==> config.mk <==
export PLATFORM = sky130hd
export DESIGN_NAME = idxport_top
export DESIGN_NICKNAME = d
export VERILOG_FILES = /design/src/rtl/idxport_pkg.sv /design/src/rtl/idxport_decode.sv /design/src/rtl/idxport_regbank.sv /design/src/rtl/idxport_busfsm.sv /design/src/rtl/idxport_top.sv
export SDC_FILE = /design/constraint.sdc
export NUM_CORES = 1
export LEC_CHECK = 0
export ABC_CLOCK_PERIOD_IN_PS = 6920
export BUFFER_PORTS_ARGS = -buffer_cell sky130_fd_sc_hd__buf_2
export CAP_MARGIN = 15
export CORE_MARGIN = 2
export CORE_UTILIZATION = 30
export DETAILED_ROUTE_END_ITERATION = 12
export PLACE_DENSITY = 0.53
export SLEW_MARGIN = 0
export SYNTH_ARGS = -nofsm -noshare
export SYNTH_HDL_FRONTEND = slang
export SYNTH_SLANG_ARGS = --single-unit
==> constraint.sdc <==
create_clock -name clk -period 6.92 [get_ports clk]
set_input_delay 1.384 -clock clk [delete_from_list [all_inputs] [get_ports clk]]
set_output_delay 1.384 -clock clk [all_outputs]
set_load 0.02 [all_outputs]
==> src/rtl/idxport_pkg.sv <==
package idxport_pkg;

    localparam logic [15:0] IDX_PORT_ADDR = 16'h03E0;
    localparam logic [15:0] DAT_PORT_ADDR = 16'h03E1;

    typedef enum logic [1:0] {
        ST_IDLE  = 2'd0,
        ST_READ  = 2'd1,
        ST_WRITE = 2'd2
    } bus_state_t;

    typedef struct packed {
        logic       dev;
        logic       sock;
        logic [5:0] regno;
    } index_t;

endpackage

==> src/rtl/idxport_decode.sv <==
module idxport_decode
    import idxport_pkg::*;
#(
    parameter int DEV_ID      = 0,
    parameter int NUM_SOCKETS = 2
) (
    input  logic [15:0] addr,
    input  logic [1:0]  be,
    input  logic [15:0] wdata,
    input  index_t      index_q,
    output logic [1:0]  lane_idx,
    output logic [1:0]  lane_dat,
    output logic        idx_hit,
    output index_t      eff_index,
    output logic        dat_hit,
    output logic [7:0]  dat_wbyte,
    output logic        sel_cur,
    output logic        sel_eff
);

    localparam logic DEV_BIT  = DEV_ID[0];
    localparam logic HAS_SOCK_B = (NUM_SOCKETS > 1);

    function automatic logic selects_me(input index_t x);
        return (x.dev == DEV_BIT) && (!x.sock || HAS_SOCK_B);
    endfunction

    for (genvar i = 0; i < 2; i++) begin : g_lane
        logic [15:0] lane_addr;
        assign lane_addr   = addr + 16'(i);
        assign lane_idx[i] = be[i] && (lane_addr == IDX_PORT_ADDR);
        assign lane_dat[i] = be[i] && (lane_addr == DAT_PORT_ADDR);
    end

    logic [7:0] new_idx;

    always_comb begin
        idx_hit   = |lane_idx;
        dat_hit   = |lane_dat;
        new_idx   = lane_idx[1] ? wdata[15:8] : wdata[7:0];
        dat_wbyte = lane_dat[1] ? wdata[15:8] : wdata[7:0];
        eff_index = idx_hit ? index_t'(new_idx) : index_q;
        sel_cur   = selects_me(index_q);
        sel_eff   = selects_me(eff_index);
    end

endmodule

==> src/rtl/idxport_regbank.sv <==
module idxport_regbank #(
    parameter int NUM_SOCKETS = 2,
    parameter int BACKED_REGS = 40
) (
    input  logic       clk,
    input  logic       rst_n,
    input  logic       we,
    input  logic       wsock,
    input  logic [5:0] wreg,
    input  logic [7:0] wbyte,
    input  logic       rsock,
    input  logic [5:0] rreg,
    output logic [7:0] rbyte
);

    localparam int         REG_AW     = $clog2(BACKED_REGS);
    localparam logic [6:0] BACKED_LIM = 7'(BACKED_REGS);

    logic [7:0] sock_rd [NUM_SOCKETS];
    logic       wr_backed;
    logic       rd_backed;

    assign wr_backed = ({1'b0, wreg} < BACKED_LIM);
    assign rd_backed = ({1'b0, rreg} < BACKED_LIM);

    for (genvar s = 0; s < NUM_SOCKETS; s++) begin : g_sock
        logic [7:0] mem [BACKED_REGS];

        always_ff @(posedge clk) begin
            if (!rst_n) begin
                for (int k = 0; k < BACKED_REGS; k++) begin
                    mem[k] <= 8'h00;
                end
            end else if (we && wr_backed && (wsock == 1'(s))) begin
                mem[wreg[REG_AW-1:0]] <= wbyte;
            end
        end

        assign sock_rd[s] = rd_backed ? mem[rreg[REG_AW-1:0]] : 8'h00;
    end

    always_comb begin
        rbyte = 8'h00;
        for (int s = 0; s < NUM_SOCKETS; s++) begin
            if (rsock == 1'(s)) begin
                rbyte = sock_rd[s];
            end
        end
    end

endmodule

==> src/rtl/idxport_busfsm.sv <==
module idxport_busfsm
    import idxport_pkg::*;
(
    input  logic        clk,
    input  logic        rst_n,
    input  logic        rd,
    input  logic        wr,
    input  logic [15:0] rd_bytes,
    input  logic [1:0]  rd_drive,
    output logic        commit,
    output logic [15:0] rdata,
    output logic [1:0]  rd_oe
);

    bus_state_t state_q;
    bus_state_t state_d;

    always_comb begin
        state_d = state_q;
        unique case (state_q)
            ST_IDLE: begin
                if (rd && !wr)      state_d = ST_READ;
                else if (wr && !rd) state_d = ST_WRITE;
            end
            ST_READ:  if (!rd) state_d = ST_IDLE;
            ST_WRITE: if (!wr) state_d = ST_IDLE;
            default:  state_d = ST_IDLE;
        endcase
    end

    assign commit = (state_q == ST_IDLE) && wr && !rd;

    always_ff @(posedge clk) begin
        if (!rst_n) state_q <= ST_IDLE;
        else        state_q <= state_d;
    end

    always_ff @(posedge clk) begin
        if (!rst_n) begin
            rdata <= 16'h0000;
            rd_oe <= 2'b00;
        end else begin
            unique case (state_q)
                ST_IDLE: begin
                    if (rd && !wr) begin
                        rd_oe <= rd_drive;
                        rdata <= rd_bytes & {{8{rd_drive[1]}}, {8{rd_drive[0]}}};
                    end else begin
                        rd_oe <= 2'b00;
                        rdata <= 16'h0000;
                    end
                end
                ST_READ: begin
                    if (!rd) begin
                        rd_oe <= 2'b00;
                        rdata <= 16'h0000;
                    end
                end
                default: begin
                    rd_oe <= 2'b00;
                    rdata <= 16'h0000;
                end
            endcase
        end
    end

endmodule

==> src/rtl/idxport_top.sv <==
module idxport_top
    import idxport_pkg::*;
#(
    parameter int DEV_ID      = 0,
    parameter int NUM_SOCKETS = 2,
    parameter int BACKED_REGS = 40
) (
    input  logic        clk,
    input  logic        rst_n,
    input  logic [15:0] addr,
    input  logic [1:0]  be,
    input  logic        rd,
    input  logic        wr,
    input  logic [15:0] wdata,
    output logic [15:0] rdata,
    output logic [1:0]  rd_oe
);

    localparam logic IDX_OWNER = (DEV_ID == 0);

    index_t      index_q;
    index_t      eff_index;
    logic [1:0]  lane_idx;
    logic [1:0]  lane_dat;
    logic        idx_hit;
    logic        dat_hit;
    logic [7:0]  dat_wbyte;
    logic        sel_cur;
    logic        sel_eff;
    logic        commit;
    logic [7:0]  reg_rbyte;
    logic [15:0] rd_bytes;
    logic [1:0]  rd_drive;

    idxport_decode #(
        .DEV_ID      (DEV_ID),
        .NUM_SOCKETS (NUM_SOCKETS)
    ) decode_i (
        .addr      (addr),
        .be        (be),
        .wdata     (wdata),
        .index_q   (index_q),
        .lane_idx  (lane_idx),
        .lane_dat  (lane_dat),
        .idx_hit   (idx_hit),
        .eff_index (eff_index),
        .dat_hit   (dat_hit),
        .dat_wbyte (dat_wbyte),
        .sel_cur   (sel_cur),
        .sel_eff   (sel_eff)
    );

    idxport_busfsm fsm_i (
        .clk      (clk),
        .rst_n    (rst_n),
        .rd       (rd),
        .wr       (wr),
        .rd_bytes (rd_bytes),
        .rd_drive (rd_drive),
        .commit   (commit),
        .rdata    (rdata),
        .rd_oe    (rd_oe)
    );

    idxport_regbank #(
        .NUM_SOCKETS (NUM_SOCKETS),
        .BACKED_REGS (BACKED_REGS)
    ) bank_i (
        .clk   (clk),
        .rst_n (rst_n),
        .we    (commit && dat_hit && sel_eff),
        .wsock (eff_index.sock),
        .wreg  (eff_index.regno),
        .wbyte (dat_wbyte),
        .rsock (index_q.sock),
        .rreg  (index_q.regno),
        .rbyte (reg_rbyte)
    );

    always_ff @(posedge clk) begin
        if (!rst_n)                index_q <= '0;
        else if (commit && idx_hit) index_q <= eff_index;
    end

    always_comb begin
        for (int i = 0; i < 2; i++) begin
            rd_bytes[i*8 +: 8] = 8'h00;
            rd_drive[i]        = 1'b0;
            if (lane_idx[i]) begin
                rd_bytes[i*8 +: 8] = index_q;
                rd_drive[i]        = IDX_OWNER;
            end else if (lane_dat[i]) begin
                rd_bytes[i*8 +: 8] = reg_rbyte;
                rd_drive[i]        = sel_cur;
            end
        end
    end

endmodule

==> impl_metrics.json, run 1 <==
{
  "ys_types": 61,
  "syn_inst": 2987,
  "hpwl_um": 79200,
  "synth_seq_cells": 1058,
  "htreeDepth": 3,
  "maxCapViolCount": 0,
  "setup_ws_ns": 2.15,
  "setup_viol": 0,
  "tritoncts": "built",
  "post-synth-top-count-cell": "edfxtp_1",
  "hp-start": "fsm_i.rdata[11]",
  "ys_seq_area_frac": 0.677,
  "syn_to_final_growth_pct": 17.6,
  "gp_congestion": 0.840,
  "grt_pass1_wl_um": 185000,
  "wl_per_cell_um": 23.0,
  "power_density_nw_per_um2": 260,
  "vdd_drop_max_mv": 0.215,
  "clk_pin_slew_ns": 0.06,
  "ctsHoldBuffers": 0,
  "crit_slowest_cell": "o21ai_1",
  "hp-class": "flop to flop",
  "die-height_um": 397,
  "core.rowCount": 144,
  "power_uw": 14200,
  "first_iter_violations": 3021,
  "power_leakage_uw": 0.0170,
  "crit_required_ns": 7.26,
  "async_flop_share": 0,
  "portBuffers": 55,
  "netlist_area_um2": 46400,
  "grt_max_degree": 73,
  "hold_violations": 0,
  "detail-route-antenna-nets": 0,
  "p_sw_uw": 3040,
  "crit_path_max_fanout": 28,
  "endpoint_kind": "flop",
  "drt_pre_antenna_iters": 5,
  "n_antenna_cell": 0,
  "netlist.area_leader.share": 0.663,
  "grt_pass1_vias": 27200,
  "synth_area_leaders": "edfxtp_1, mux4_2, nor3_1",
  "ys_warn_count": 0,
  "timing.hold.ws_ns": 0.561,
  "p_clk_frac": 0.436,
  "cts-root-buf": "clkbuf_16",
  "cpPeakStageDelay_ns": 0.61,
  "die_x_um": 397,
  "nFillCells": 14900,
  "via_per_inst": 5.06,
  "drive_gt1_frac": 0.206,
  "status": "completed",
  "fmax_mhz": 210,
  "worstSetupStartpointType": "input port",
  "multi_input_comb_area_um2": 15200,
  "path_cells": "buf_2, nor3_4, nand4_2, or4_1, a21o_1, nor3b_4, nand4_4, buf_4, o21ai_1",
  "pre_cts_ws_ns": 1.42,
  "cts_buffer_depth": 3,
  "start_util": 0.302,
  "rsz0062_at_grt": "false",
  "antenna_found_initial": 1,
  "sw_frac_of_total": 0.215,
  "clock_skew_ns": 0.0304,
  "wl_um": 126000,
  "critPathKind": "input port to flop",
  "yosys-top-cells-count": "edfxtp_1, nor3_1, clkbuf_1",
  "critPathLaunch": "addr[13]",
  "overflow": 0,
  "finish.instance_area_um2": 54600,
  "synth_edf_count": 1024,
  "cts_setup_buffers": 0,
  "die-area_um2": 158000,
  "synth_top_cell_by_area": "edfxtp_1",
  "io_pins": 56,
  "post-route-period-util": 0.689,
  "power_frac_seq": 0.528,
  "grt_usage": 0.158,
  "slew_headroom": 0.164,
  "drc": 0,
  "sequential_cell_area_um2": 31400,
  "synthFlopType": "edfxtp_1",
  "worstSkewPairLatency_ns": 0.72,
  "p_comb_frac": 0.036,
  "slew_violations": 0,
  "routed-via-count": 27800,
  "coreArea_um2": 154000,
  "worst_pin_slew_ns": 1.24,
  "placed_area_um2": 50800,
  "nets": 3390,
  "numCtsBuffers": 111,
  "cp.arrival_ns": 5.11,
  "setup_tns_ns": 0,
  "clock_sinks": 1058,
  "syn_avg_cell_area_um2": 15.5,
  "cts_resized": 0,
  "p_int_uw": 11100,
  "finalCriticalPeriod_ns": 4.77
}
## flip-flops by register name, indices dropped and copies added, names as in the netlist, named ones only
| name | cells |
|---|---|
| fsm_i.rdata | 16 |
| bank_i.g_sock.mem | 1024 |
| fsm_i.state_q | 2 |
| fsm_i.rd_oe | 2 |
| index_q | 8 |
## stage by stage
stage,utilization,cells
3_3_place_gp,0.330,5271
3_5_place_dp,0.330,5277
6_report,0.355,5493
5_1_grt,0.355,5493
2_1_floorplan,-,3370
4_1_cts,0.354,5487
## critical path, delay by kind of cell
family | cells | cell delay (ns)
compound gates | 2 | 0.84
buf+inv | 2 | 0.58
simple gates | 5 | 2.29
## cells in the final DEF (no fill, tap or decap), types with 6 or more instances in the layout
cell type | Yosys | routed
conb_1 | 1 | 384
nor2b_1 | 39 | 39
nor4_2 | 28 | 28
a21o_1 | 20 | 20
nand4_1 | 15 | 15
and2_1 | 10 | 10
buf_12 | 0 | 9
o221ai_1 | 56 | 56
o22ai_1 | 29 | 29
inv_1 | 9 | 9
edfxtp_1 | 1024 | 1024
mux2i_1 | 197 | 189
clkbuf_16 | 0 | 113
a22o_1 | 18 | 18
buf_2 | 45 | 62
clkbuf_1 | 255 | 15
nor4_1 | 67 | 67
buf_4 | 9 | 140
clkinv_1 | 0 | 19
o21ai_1 | 29 | 30
mux2i_4 | 0 | 8
clkinv_2 | 0 | 33
o31ai_1 | 10 | 10
nor3_1 | 491 | 491
bufinv_16 | 0 | 16
o21ai_0 | 51 | 50
dfxtp_1 | 34 | 29
nand3_1 | 13 | 8
a22oi_1 | 22 | 22
a21oi_1 | 6 | 6
nand2_1 | 61 | 60
a211oi_1 | 86 | 86
nor3_2 | 76 | 76
nor2_1 | 10 | 10
mux4_2 | 177 | 177
## per-layer routing
metal / vias up / GRT usage / share of wire
li1: 12500 / - / -
met1: 14300 / 0.214 / 0.44
met2: 800 / 0.259 / 0.48
met3: 154 / 0.0236 / 0.053
met4: 0 / 0.0509 / 0.027
met5: - / 0 / 0
## final timing paths
path	end	slack [ns]	cells past startpoint
setup reg to reg	fsm_i.rdata[8]	2.53	8
setup / recovery	bank_i.g_sock[1].mem[29][2]	2.15	9
hold reg to reg	fsm_i.rdata[11]	0.56	2
hold / removal	fsm_i.rdata[11]	0.56	2
## cell families after synthesis
group | Yosys count | share of synthesized area
simple gates | 854 | 0.111
other cells | 1 | 0.0000808
flops | 1058 | 0.677
buf+inv | 352 | 0.0304
mux | 376 | 0.129
compound gates | 346 | 0.0529
## power by group through the flow
| stage | sequential, µW | combinational, µW | clock [µW] |
|---|---|---|---|
| 6_report | 7480 | 516 | 6180 |
| 5_1_grt | 7510 | 558 | 6550 |
| 4_1_cts | 7480 | 513 | 6300 |
| 3_5_place_dp | 7620 | 512 | 0 |
| 3_3_place_gp | 7610 | 505 | 0 |
| 2_1_floorplan | 7570 | 306 | 0 |
## cell type report
cell class / instances / share of cell area
flip-flops and latches: 1058 / 0.576
multi-input cells: 1960 / 0.279
clock buffers: 128 / 0.0529
well taps: 2044 / 0.0469
repair buffers: 212 / 0.0288
clock inverters: 82 / 0.0160
inverters: 9 / 0.000619
Note: power is estimated with default switching activity, not from simulation.
==> run 2, diff against run 1 <==
--- a/config.mk
+++ b/config.mk
@@ -5,7 +5,7 @@
 export SDC_FILE = /design/constraint.sdc
 export NUM_CORES = 1
 export LEC_CHECK = 0
-export ABC_CLOCK_PERIOD_IN_PS = 6920
+export ABC_CLOCK_PERIOD_IN_PS = 4400
 export BUFFER_PORTS_ARGS = -buffer_cell sky130_fd_sc_hd__buf_2
 export CAP_MARGIN = 15
 export CORE_MARGIN = 2
==> constraint.sdc (replaced) <==
create_clock -name clk -period 4.4 [get_ports clk]
set_input_delay 0.88 -clock clk [delete_from_list [all_inputs] [get_ports clk]]
set_output_delay 0.88 -clock clk [all_outputs]
set_load 0.02 [all_outputs]
==> impl_metrics.json, run 2 (synthesis gave the netlist of run 1 again) <==
{
  "core.rowCount": 144,
  "fmax_mhz": 269,
  "clk_pin_slew_ns": 0.06,
  "p_sw_uw": 4630,
  "syn_to_final_growth_pct": 20.0,
  "grt_max_degree": 63,
  "reg.largest.list": "bank_i.g_sock.mem x1024, fsm_i.rdata x16, index_q x8",
  "nFillCells": 14800,
  "hold_violations": 0,
  "p_comb_frac": 0.039,
  "wl_per_cell_um": 22.6,
  "antenna_found_initial": 1,
  "top_register": "bank_i.g_sock.mem",
  "clock_skew_ns": 0.0196,
  "nets": 3526,
  "routed-via-count": 28300,
  "start_util": 0.302,
  "overflow": 0,
  "grt_pass1_vias": 28300,
  "wl_um": 127000,
  "worstSetupStartpointType": "input port",
  "cts_buffer_depth": 3,
  "tritoncts": "built",
  "via_per_inst": 5.03,
  "rsz0062_at_grt": "false",
  "p_int_uw": 17300,
  "drt_pre_antenna_iters": 5,
  "layout_commonest_cell": "edfxtp_1",
  "worstSkewPairLatency_ns": 0.70,
  "cts_resized": 0,
  "hpwl_um": 81600,
  "finish.instance_area_um2": 55700,
  "slew_violations": 0,
  "grt_pass1_wl_um": 189000,
  "setup_tns_ns": 0,
  "finalCriticalPeriod_ns": 3.72,
  "detail-route-antenna-nets": 0,
  "largest_reg_flops": 1024,
  "slew_headroom": 0.308,
  "cts_setup_buffers": 0,
  "placed_area_um2": 52100,
  "die_x_um": 397,
  "vdd_drop_max_mv": 0.286,
  "grt_usage": 0.160,
  "crit_required_ns": 4.81,
  "endpoint_kind": "flop",
  "numCtsBuffers": 108,
  "drc": 0,
  "drive_gt1_frac": 0.230,
  "worst_pin_slew_ns": 1.03,
  "status": "completed",
  "portBuffers": 55,
  "htreeDepth": 3,
  "maxCapViolCount": 0,
  "p_clk_frac": 0.426,
  "die-area_um2": 158000,
  "crit_path_max_fanout": 17,
  "hp-class": "input port to flop",
  "coreArea_um2": 154000,
  "first_iter_violations": 2510,
  "clock_sinks": 1058,
  "final_cell_mix": "edfxtp_1, nor3_1, conb_1, buf_4, mux2i_1",
  "gp_congestion": 0.862,
  "post-route-period-util": 0.845,
  "cp.arrival_ns": 4.13,
  "power_leakage_uw": 0.0177,
  "power_density_nw_per_um2": 394,
  "sw_frac_of_total": 0.211,
  "ctsHoldBuffers": 0,
  "critPathKind": "input port to flop",
  "setup_viol": 0,
  "io_pins": 56,
  "cts-root-buf": "clkbuf_16",
  "die-height_um": 397,
  "power_frac_seq": 0.535,
  "timing.hold.ws_ns": 0.544
}
run 2: power groups by stage:
stage / Combinational, µW / Sequential (µW) / Clock, µW
floorplan: 481 / 11900 / 0
global placement: 856 / 12000 / 0
detailed placement: 862 / 12000 / 0
CTS: 865 / 11800 / 9550
global route: 937 / 11800 / 9900
finish: 866 / 11800 / 9350
run 2: layer usage:
layer / global-route usage / wire (µm) / vias up
li1: - / - / 12700
met1: 0.219 / 55200 / 14500
met2: 0.263 / 61400 / 901
met3: 0.0201 / 7190 / 156
met4: 0.0530 / 3490 / 0
met5: 0 / 0 / -
run 2: final cells by class:
type                    count  area [µm²]  share of cell area
clock inverters            69         711              0.0128
clock buffers             131        2860              0.0514
well taps                2044        2560              0.0459
repair buffers            351        2890              0.0518
inverters                   9        33.8            0.000607
multi-input cells        1960       15200               0.273
flip-flops and latches   1058       31400               0.565
diodes                      1        2.50           0.0000449
run 2: final timing paths:
kind | from | end | slack [ns] | cells past startpoint
max reg2reg | flop | fsm_i.rdata[8] | 0.75 | 10
min reg2reg | fsm_i.rdata[10] | fsm_i.rdata[10] | 0.56 | 2
max | addr[13] | bank_i.g_sock[1].mem[29][0] | 0.68 | 10
min | wr | fsm_i.state_q[1] | 0.54 | 3
run 2: metrics by stage:
step / std cells / setup WS (ns) / util / power [µW]
after floorplan: 3370 / 0.479 / - / 12400
after global placement: 5422 / 0.0130 / 0.339 / 12800
after detailed placement: 5422 / 0.0255 / 0.339 / 12800
after CTS: 5622 / 0.752 / 0.362 / 22200
after global routing: 5622 / 0.602 / 0.362 / 22600
final: 5623 / 0.681 / 0.362 / 22000
run 2: worst max-delay path, stage by stage:
cell and delay [ns]:
buf_2 0.11, nor3_4 0.39, nand4_2 0.24, or4_1 0.58
a21o_1 0.22, nor3b_4 0.56, nand4_4 0.47, buf_4 0.33
o21ai_1 0.14, buf_4 0.18
